### config.mk
export PLATFORM = sky130hd
export DESIGN_NAME = wake_latch_top
export DESIGN_NICKNAME = d
export VERILOG_FILES = /design/src/rtl/wake_pkg.sv /design/src/rtl/wake_edge.sv /design/src/rtl/wake_latch.sv /design/src/rtl/wake_brk.sv /design/src/rtl/wake_latch_top.sv
export SDC_FILE = /design/constraint.sdc
export NUM_CORES = 1
export LEC_CHECK = 0
export CAP_MARGIN = 0
export CELL_PAD_IN_SITES_DETAIL_PLACEMENT = 1
export CELL_PAD_IN_SITES_GLOBAL_PLACEMENT = 2
export CORE_MARGIN = 10
export CORE_UTILIZATION = 20
export DETAILED_ROUTE_END_ITERATION = 10
export PLACE_DENSITY_LB_ADDON = 0.1
export SYNTH_ARGS = -nofsm -noshare
export SYNTH_HDL_FRONTEND = slang
export SYNTH_SLANG_ARGS = --single-unit
### constraint.sdc
create_clock -name clk -period 1.3 [get_ports clk]
set_clock_uncertainty 0.05 [all_clocks]
set_input_delay 0.39 -clock clk [delete_from_list [all_inputs] [get_ports clk]]
set_output_delay 0.39 -clock clk [all_outputs]
set_load 0.05 [all_outputs]
### src/rtl/wake_pkg.sv
package wake_pkg;

  typedef enum logic [1:0] {
    PS_RUN   = 2'b00,
    PS_GRANT = 2'b01,
    PS_SNOOP = 2'b10,
    PS_DEEP  = 2'b11
  } pwr_state_e;

  localparam int SRC_SMI   = 0;
  localparam int SRC_INIT  = 1;
  localparam int SRC_LOC0  = 2;
  localparam int SRC_LOC1  = 3;
  localparam int SRC_COUNT = 4;

  function automatic logic is_running(input logic [1:0] st);
    return st == PS_RUN;
  endfunction

endpackage

### src/rtl/wake_edge.sv
module wake_edge #(
  parameter int W = 4
) (
  input  logic         clk,
  input  logic         rst,
  input  logic [W-1:0] lvl,
  output logic [W-1:0] rise
);
  logic [W-1:0] lvl_q;

  always_ff @(posedge clk) begin
    if (rst) lvl_q <= '0;
    else     lvl_q <= lvl;
  end

  assign rise = lvl & ~lvl_q;
endmodule

### src/rtl/wake_latch.sv
module wake_latch #(
  parameter int              NSRC     = 4,
  parameter logic [NSRC-1:0] MASKABLE = 4'b1100
) (
  input  logic            clk,
  input  logic            rst,
  input  logic [NSRC-1:0] rise,
  input  logic            set_en,
  input  logic            in_run,
  input  logic            intr_en,
  input  logic [NSRC-1:0] ack,
  output logic [NSRC-1:0] pend,
  output logic [NSRC-1:0] req
);
  logic run_q;

  always_ff @(posedge clk) begin
    if (rst) run_q <= 1'b0;
    else     run_q <= in_run;
  end

  for (genvar i = 0; i < NSRC; i++) begin : g_src
    logic hold_q;
    logic gate;

    if (MASKABLE[i]) begin : g_mask
      assign gate = intr_en;
    end else begin : g_nomask
      assign gate = 1'b1;
    end

    assign req[i]  = hold_q & run_q & gate;
    assign pend[i] = hold_q;

    always_ff @(posedge clk) begin
      if (rst)                      hold_q <= 1'b0;
      else if (set_en && rise[i])   hold_q <= 1'b1;
      else if (req[i] && ack[i])    hold_q <= 1'b0;
    end
  end
endmodule

### src/rtl/wake_brk.sv
module wake_brk #(
  parameter int NSRC = 4
) (
  input  logic            clk,
  input  logic            rst,
  input  logic            mon_evt,
  input  logic            in_run,
  input  logic [NSRC-1:0] pend,
  output logic            mon_q,
  output logic            brk_n
);
  always_ff @(posedge clk) begin
    if (rst)         mon_q <= 1'b0;
    else if (in_run) mon_q <= 1'b0;
    else if (mon_evt) mon_q <= 1'b1;
  end

  always_ff @(posedge clk) begin
    if (rst) brk_n <= 1'b1;
    else     brk_n <= ~((|pend) | mon_q);
  end
endmodule

### src/rtl/wake_latch_top.sv
module wake_latch_top
  import wake_pkg::*;
#(
  parameter int              NSRC     = SRC_COUNT,
  parameter logic [NSRC-1:0] MASKABLE = 4'b1100
) (
  input  logic            clk,
  input  logic            rst,
  input  logic [NSRC-1:0] src_lvl,
  input  logic            mon_evt,
  input  logic            intr_en,
  input  logic [1:0]      pwr_state,
  input  logic [NSRC-1:0] svc_ack,
  output logic [NSRC-1:0] svc_req,
  output logic            brk_evt_n
);
  logic            in_run;
  logic [NSRC-1:0] rise;
  logic [NSRC-1:0] pend;
  logic            mon_pend;

  assign in_run = is_running(pwr_state);

  wake_edge #(.W(NSRC)) u_edge (
    .clk (clk),
    .rst (rst),
    .lvl (src_lvl),
    .rise(rise)
  );

  wake_latch #(.NSRC(NSRC), .MASKABLE(MASKABLE)) u_latch (
    .clk    (clk),
    .rst    (rst),
    .rise   (rise),
    .set_en (~in_run),
    .in_run (in_run),
    .intr_en(intr_en),
    .ack    (svc_ack),
    .pend   (pend),
    .req    (svc_req)
  );

  wake_brk #(.NSRC(NSRC)) u_brk (
    .clk    (clk),
    .rst    (rst),
    .mon_evt(mon_evt),
    .in_run (in_run),
    .pend   (pend),
    .mon_q  (mon_pend),
    .brk_n  (brk_evt_n)
  );
endmodule

# == Word-level counts from Yosys, hierarchy flattened ==
# Cells that the tools add are included.
# W data, S select, Z words.
# word_totals
ff_bits,11
input_bits,14
out_inout_bits,5
word_cells,42
# op_classes
muxes,8
bitwise_logic,11
reduce_logical,15
# op_table
operator,count
$logic_and A1 B1 Y1,8
$mux W1,8
$reduce_bool A2 Y1,4
$and A1 B1 Y1,6
$and A4 B4 Y4,1
$not A4 Y4,1
$reduce_or A4 Y1,1
$logic_not A2 Y1,1
$not A1 Y1,2
$reduce_or A2 Y1,1
$or A1 B1 Y1,1

# == Logic depth before layout (Yosys ltp) ==
# depth
ltp_word,5
ltp_mapped,3
ltp_nobuf,3

# == By module ==
# Synthesis repeated with hierarchy kept, for this count alone.
# unflattened
cells_unflattened,48
area_unflattened_um2,470.5
# by_module_without_submodules
module,n_inst,cells_each,area_per_inst_um2,seq_area_each_um2
wake_latch,1,28,256.5,100.1
wake_edge,1,12,140.1,80.1
wake_brk,1,6,63.8,40.0
wake_latch_top,1,2,10.0,0.0

# == Worst setup path after synthesis ==
# No wires, ideal clock.
# synth_path
kind,flip-flop to output port
startpoint,register u_latch.run_q
endpoint,output svc_req[2]
t_arrival_ns,0.859
required_time_ns,0.860
path_slack_ns,0.001
path_stages_with_launch,2
path_buffers,0
cell_sequence,dfxtp_1 and3_1
# synth_via
elab_chain_len,2
# synth_rtl
item,line,text
from (decl),wake_latch.sv:15,logic run_q;
from (signal assigned),wake_latch.sv:19,else run_q <= in_run;
$and A1 B1 Y1 (2 in series),wake_latch.sv:32,assign req[i] = hold_q & run_q & gate;
to (decl),wake_latch_top.sv:14,"output logic [NSRC-1:0] svc_req,"
# Every way passes these cells.

# == Final worst setup path ==
# layout_path
startpoint,register u_latch.run_q
endpoint,output svc_req[3]
# Same word-level chain as after synthesis.

==> results <==
-- where the power goes --
part	switching [mW]	internal, mW	total, mW
Clock	0.102	0.119	0.220
Combinational	0.0549	0.0836	0.138
Sequential	0.0155	0.360	0.376
Total	0.172	0.563	0.735
-- state kept, by name (all words and copies together) (netlist names) --
name	count
u_brk.brk_n	1
u_brk.mon_q	1
u_edge.lvl_q	4
u_latch.g_src.hold_q	4
u_latch.run_q	1
-- logic make-up (layout without fill, tap and decap cells) --
| group | count (synthesis) | after routing | synth area share [%] |
|---|---|---|---|
| buffers and inverters | 3 | 30 | 2.85 |
| DFF | 11 | 11 | 55.7 |
| AOI/OAI and AO/OA | 5 | 5 | 8.86 |
| and+or+nand+nor | 23 | 23 | 32.6 |
-- area by class of cell --
cell class              instances  area [um^2]
fillers                       255         1170
repair buffers                 24          282
flip-flops and latches         11          224
multi-input cells              28          181
inverters                       2         7.51
clock buffers                   4         26.3
well taps                      27         33.8
-- metrics by stage --
step | hold WS [ns] | util (%) | setup WS, ns | setup TNS (ns) | instances
2_1_floorplan | 0.348 | - | 0.000573 | 0 | 42
3_3_place_gp | 0.348 | 36.1 | -0.377 | -2.61 | 91
3_5_place_dp | 0.358 | 36.1 | -0.377 | -2.67 | 91
4_1_cts | 0.365 | 38.7 | -0.126 | -0.447 | 96
5_1_grt | 0.303 | 39.3 | -0.163 | -0.589 | 96
6_report | 0.289 | 39.3 | -0.111 | -0.378 | 96
-- worst max-delay path by stage --
stage                     slack (ns)  cells after the start                      from         end
after floorplan               0.0006                      1  u_latch.run_q$_SDFF_PP0_  svc_req[2]
after global placement         -0.38                      3                   intr_en  svc_req[2]
after detailed placement       -0.38                      3                   intr_en  svc_req[2]
after CTS                      -0.13                      2  u_latch.run_q$_SDFF_PP0_  svc_req[2]
after global routing           -0.16                      2  u_latch.run_q$_SDFF_PP0_  svc_req[3]
final                          -0.11                      2  u_latch.run_q$_SDFF_PP0_  svc_req[3]
-- worst max-delay path, delay by kind of cell, from the launching register on --
| kind | cells | cell delay, ns |
|---|---|---|
| flops | 1 | 0.38 |
| buf+inv | 1 | 0.13 |
| simple gates | 1 | 0.20 |
-- layer usage --
layer	wire length, um	global-route usage [%]	up-vias
met2	556	8.87	10
met4	10	4.01	0
met5	0	0	-
met3	53	2.41	2
met1	519	7.55	176
li1	-	-	199
-- layout by cell type (no fill, tap or decap) --
cell                               n
sky130_fd_sc_hd__dfxtp_1          10
sky130_fd_sc_hd__clkdlybuf4s50_1   9
sky130_fd_sc_hd__buf_4             6
sky130_fd_sc_hd__buf_12            5
sky130_fd_sc_hd__nand2_1           4
sky130_fd_sc_hd__nor2_1            3
sky130_fd_sc_hd__clkbuf_4          3
sky130_fd_sc_hd__dlymetal6s2s_1    3
sky130_fd_sc_hd__and3_4            2
sky130_fd_sc_hd__nor2b_1           2
sky130_fd_sc_hd__or3b_1            2
sky130_fd_sc_hd__nor3_1            2
sky130_fd_sc_hd__inv_1             2
sky130_fd_sc_hd__nand3_1           2
sky130_fd_sc_hd__nand3b_1          2
sky130_fd_sc_hd__o41ai_1           2
sky130_fd_sc_hd__and2_1            1
sky130_fd_sc_hd__and2_4            1
sky130_fd_sc_hd__nor2_2            1
sky130_fd_sc_hd__a21oi_2           1
sky130_fd_sc_hd__a21oi_1           1
sky130_fd_sc_hd__or4_1             1
sky130_fd_sc_hd__o21bai_1          1
sky130_fd_sc_hd__clkbuf_1          1
sky130_fd_sc_hd__dlygate4sd2_1     1
sky130_fd_sc_hd__dfxtp_4           1
-- repair_timing --
item | 4_1_cts | 5_1_grt
buffers inserted | 1 | 0
hold endpoints to repair | 0 | 0
resized for setup | 7 | 4
pin swaps | 1 | 0
setup endpoints to repair | 5 | 9
==> run summary <==
The flow ran to the end, but the final reports show violations. The checks that failed: setup timing. Data on the critical path arrives at its endpoint at 0.97 ns.

The worst hold path belongs to the class primary input to flop. From left edge to right edge, the die measures approximately 64 um. The worst hold path was traced through 2 stages.

The leakage power summed over all cells came out at 0.329 nW. The first-pass detailed-route iteration total came out at 3. By count the netlist is led by sky130_fd_sc_hd__dfxtp_1, sky130_fd_sc_hd__nand2_1, sky130_fd_sc_hd__nor2_1. The synthesized net count is 56. The core region is 1920 um^2. The total standard cell area after synthesis is 395 um^2. The actual transition at the worst max-transition pin came out at 0.368 ns. The startpoint identified for the worst hold timing path is pwr_state[0]. The congestion estimate from routability-driven global placement came to 0.624.

The setup path with the least slack is of type flop to output pin. The maximum number of pins on one net before global-route repair is 11. CTS built an H-tree with a depth of 1. The number of distinct library cell variants in the gate-level netlist after synthesis came out at 17. Buffers inserted to repair hold after CTS numbered 0.

Once placement finished, the instance area stood at 693 um^2. The number of cell instances on the worst register-to-register path came out at 2. The count of max-cap constraint violations is 0.

In this run the worst path has a maximum fanout of 7. The portion of the post-synthesis area used by sequential elements is between 50 and 60%. For this run, the post-layout net count is 84. Counting flops with an async set or reset pin after synthesis yields a share of 0%. CTS saw 11 sinks. Power spread over the standard cell area amounts to roughly 970 nW/um^2. The wire length reported by the detailed router came out at roughly 1100 um. Ranked by total cell area, the synthesized netlist is headed by sky130_fd_sc_hd__dfxtp_1, sky130_fd_sc_hd__o41ai_1, sky130_fd_sc_hd__or3b_1, sky130_fd_sc_hd__nand2_1, sky130_fd_sc_hd__nand3b_1. The number of antenna diodes in the final layout is 0.

STA puts the critical path data required time at ~0.86 ns. The count of buffers from port buffering is 18. After global routing the overflow that remains totals 0.

The path with the worst hold slack has its endpoint at u_latch.run_q$_SDFF_PP0_. The clock tree from TritonCTS is yes. The achievable frequency is 709 MHz. The number of antenna violations at the first check in global routing is 0. After clock tree synthesis, the clock-pin slew on the worst setup and hold paths is 0.06 ns. The global router's overall resource usage is about 6.2%. Walking the worst path, the cells encountered are and3_4 -> buf_12. After synthesis the netlist holds a flip-flop and latch count of 11. Once routing completed, OpenROAD measured the worst setup slack at -0.111 ns. The buffer depth of the longest clock path is 2. The dominant cell type by area after synthesis is sky130_fd_sc_hd__dfxtp_1. The largest incremental delay on the critical path is 0.38 ns. After technology mapping, the gate count stands at between 40 and 50. For this design, the slowest cell found on the critical path is sky130_fd_sc_hd__dfxtp_4.

The startpoint identified for the worst register-to-register timing path is u_latch.g_src[0].hold_q$_SDFFE_PP0P_. For this run, the leading register cell type out of synthesis is sky130_fd_sc_hd__dfxtp_1. The initial core utilization is 20.6%. The share of synthesized area in the top cell type comes to 55.7%. Setup violations remaining at the end of the flow were counted as 4. The number of placement rows is 16.

sky130_fd_sc_hd__dfxtp_1 is the most common cell in the netlist. The count of pins over their slew limit was 0. In this run the vertical extent of the chip is 64.5 um.

The final count of hold timing violations is 0. The per-cell via count in the routed design is 4.03. The post-detailed-route wirelength per cell is 11.9 um. The layout-stage area growth over the synthesis result is 90.8%. The mean instance size in the synthesized netlist is 9.41 um^2.

For this run, the number of Yosys warnings is 0. The register-to-register setup slack is 0.23 ns. The detailed router finished its first iteration with 5 violations. The worst setup path is captured at an output pin.

The first global-routing pass estimated between 2000 and 2500 um of wire. The power consumption came out at 735 uW. The number of global-route vias before repair is 409. Setup repair after global routing could not meet its margin everywhere. The root buffer cell chosen for the clock tree is sky130_fd_sc_hd__clkbuf_4. The sum of net half-perimeters after detailed placement came out at 958 um. The startpoint kind of the worst setup timing path is a flop. The total CTS buffers is 3. The count of nets left with antenna violations once routing finished came out at 0. The total I/O pin count came out at 19. The finished cells cover 754 um^2.

The worst vdd rail ir drop came out at ~0.55 mV. At the later pin of the worst-skew pair, clock insertion delay measures around 0.26 ns. The number of design rule violations left after detail routing is 0. The number of enable flip-flop cells after synthesis is 0. The final period demand of the worst path is 1.41 ns. Of the available clock period, the critical path in the final layout requires 109%. Measured against its own limit, the worst slew margin works out to between 70% and 80%. The capturing point of the worst reg2reg path is u_brk.brk_n$_SDFF_PP1_. The fraction of layout instances using a drive strength above 1 is 29.0%. The via count of the routed design came out at 387. The overall die area came out at approximately 4200 um^2.
Power figures use the tool's default switching activity.
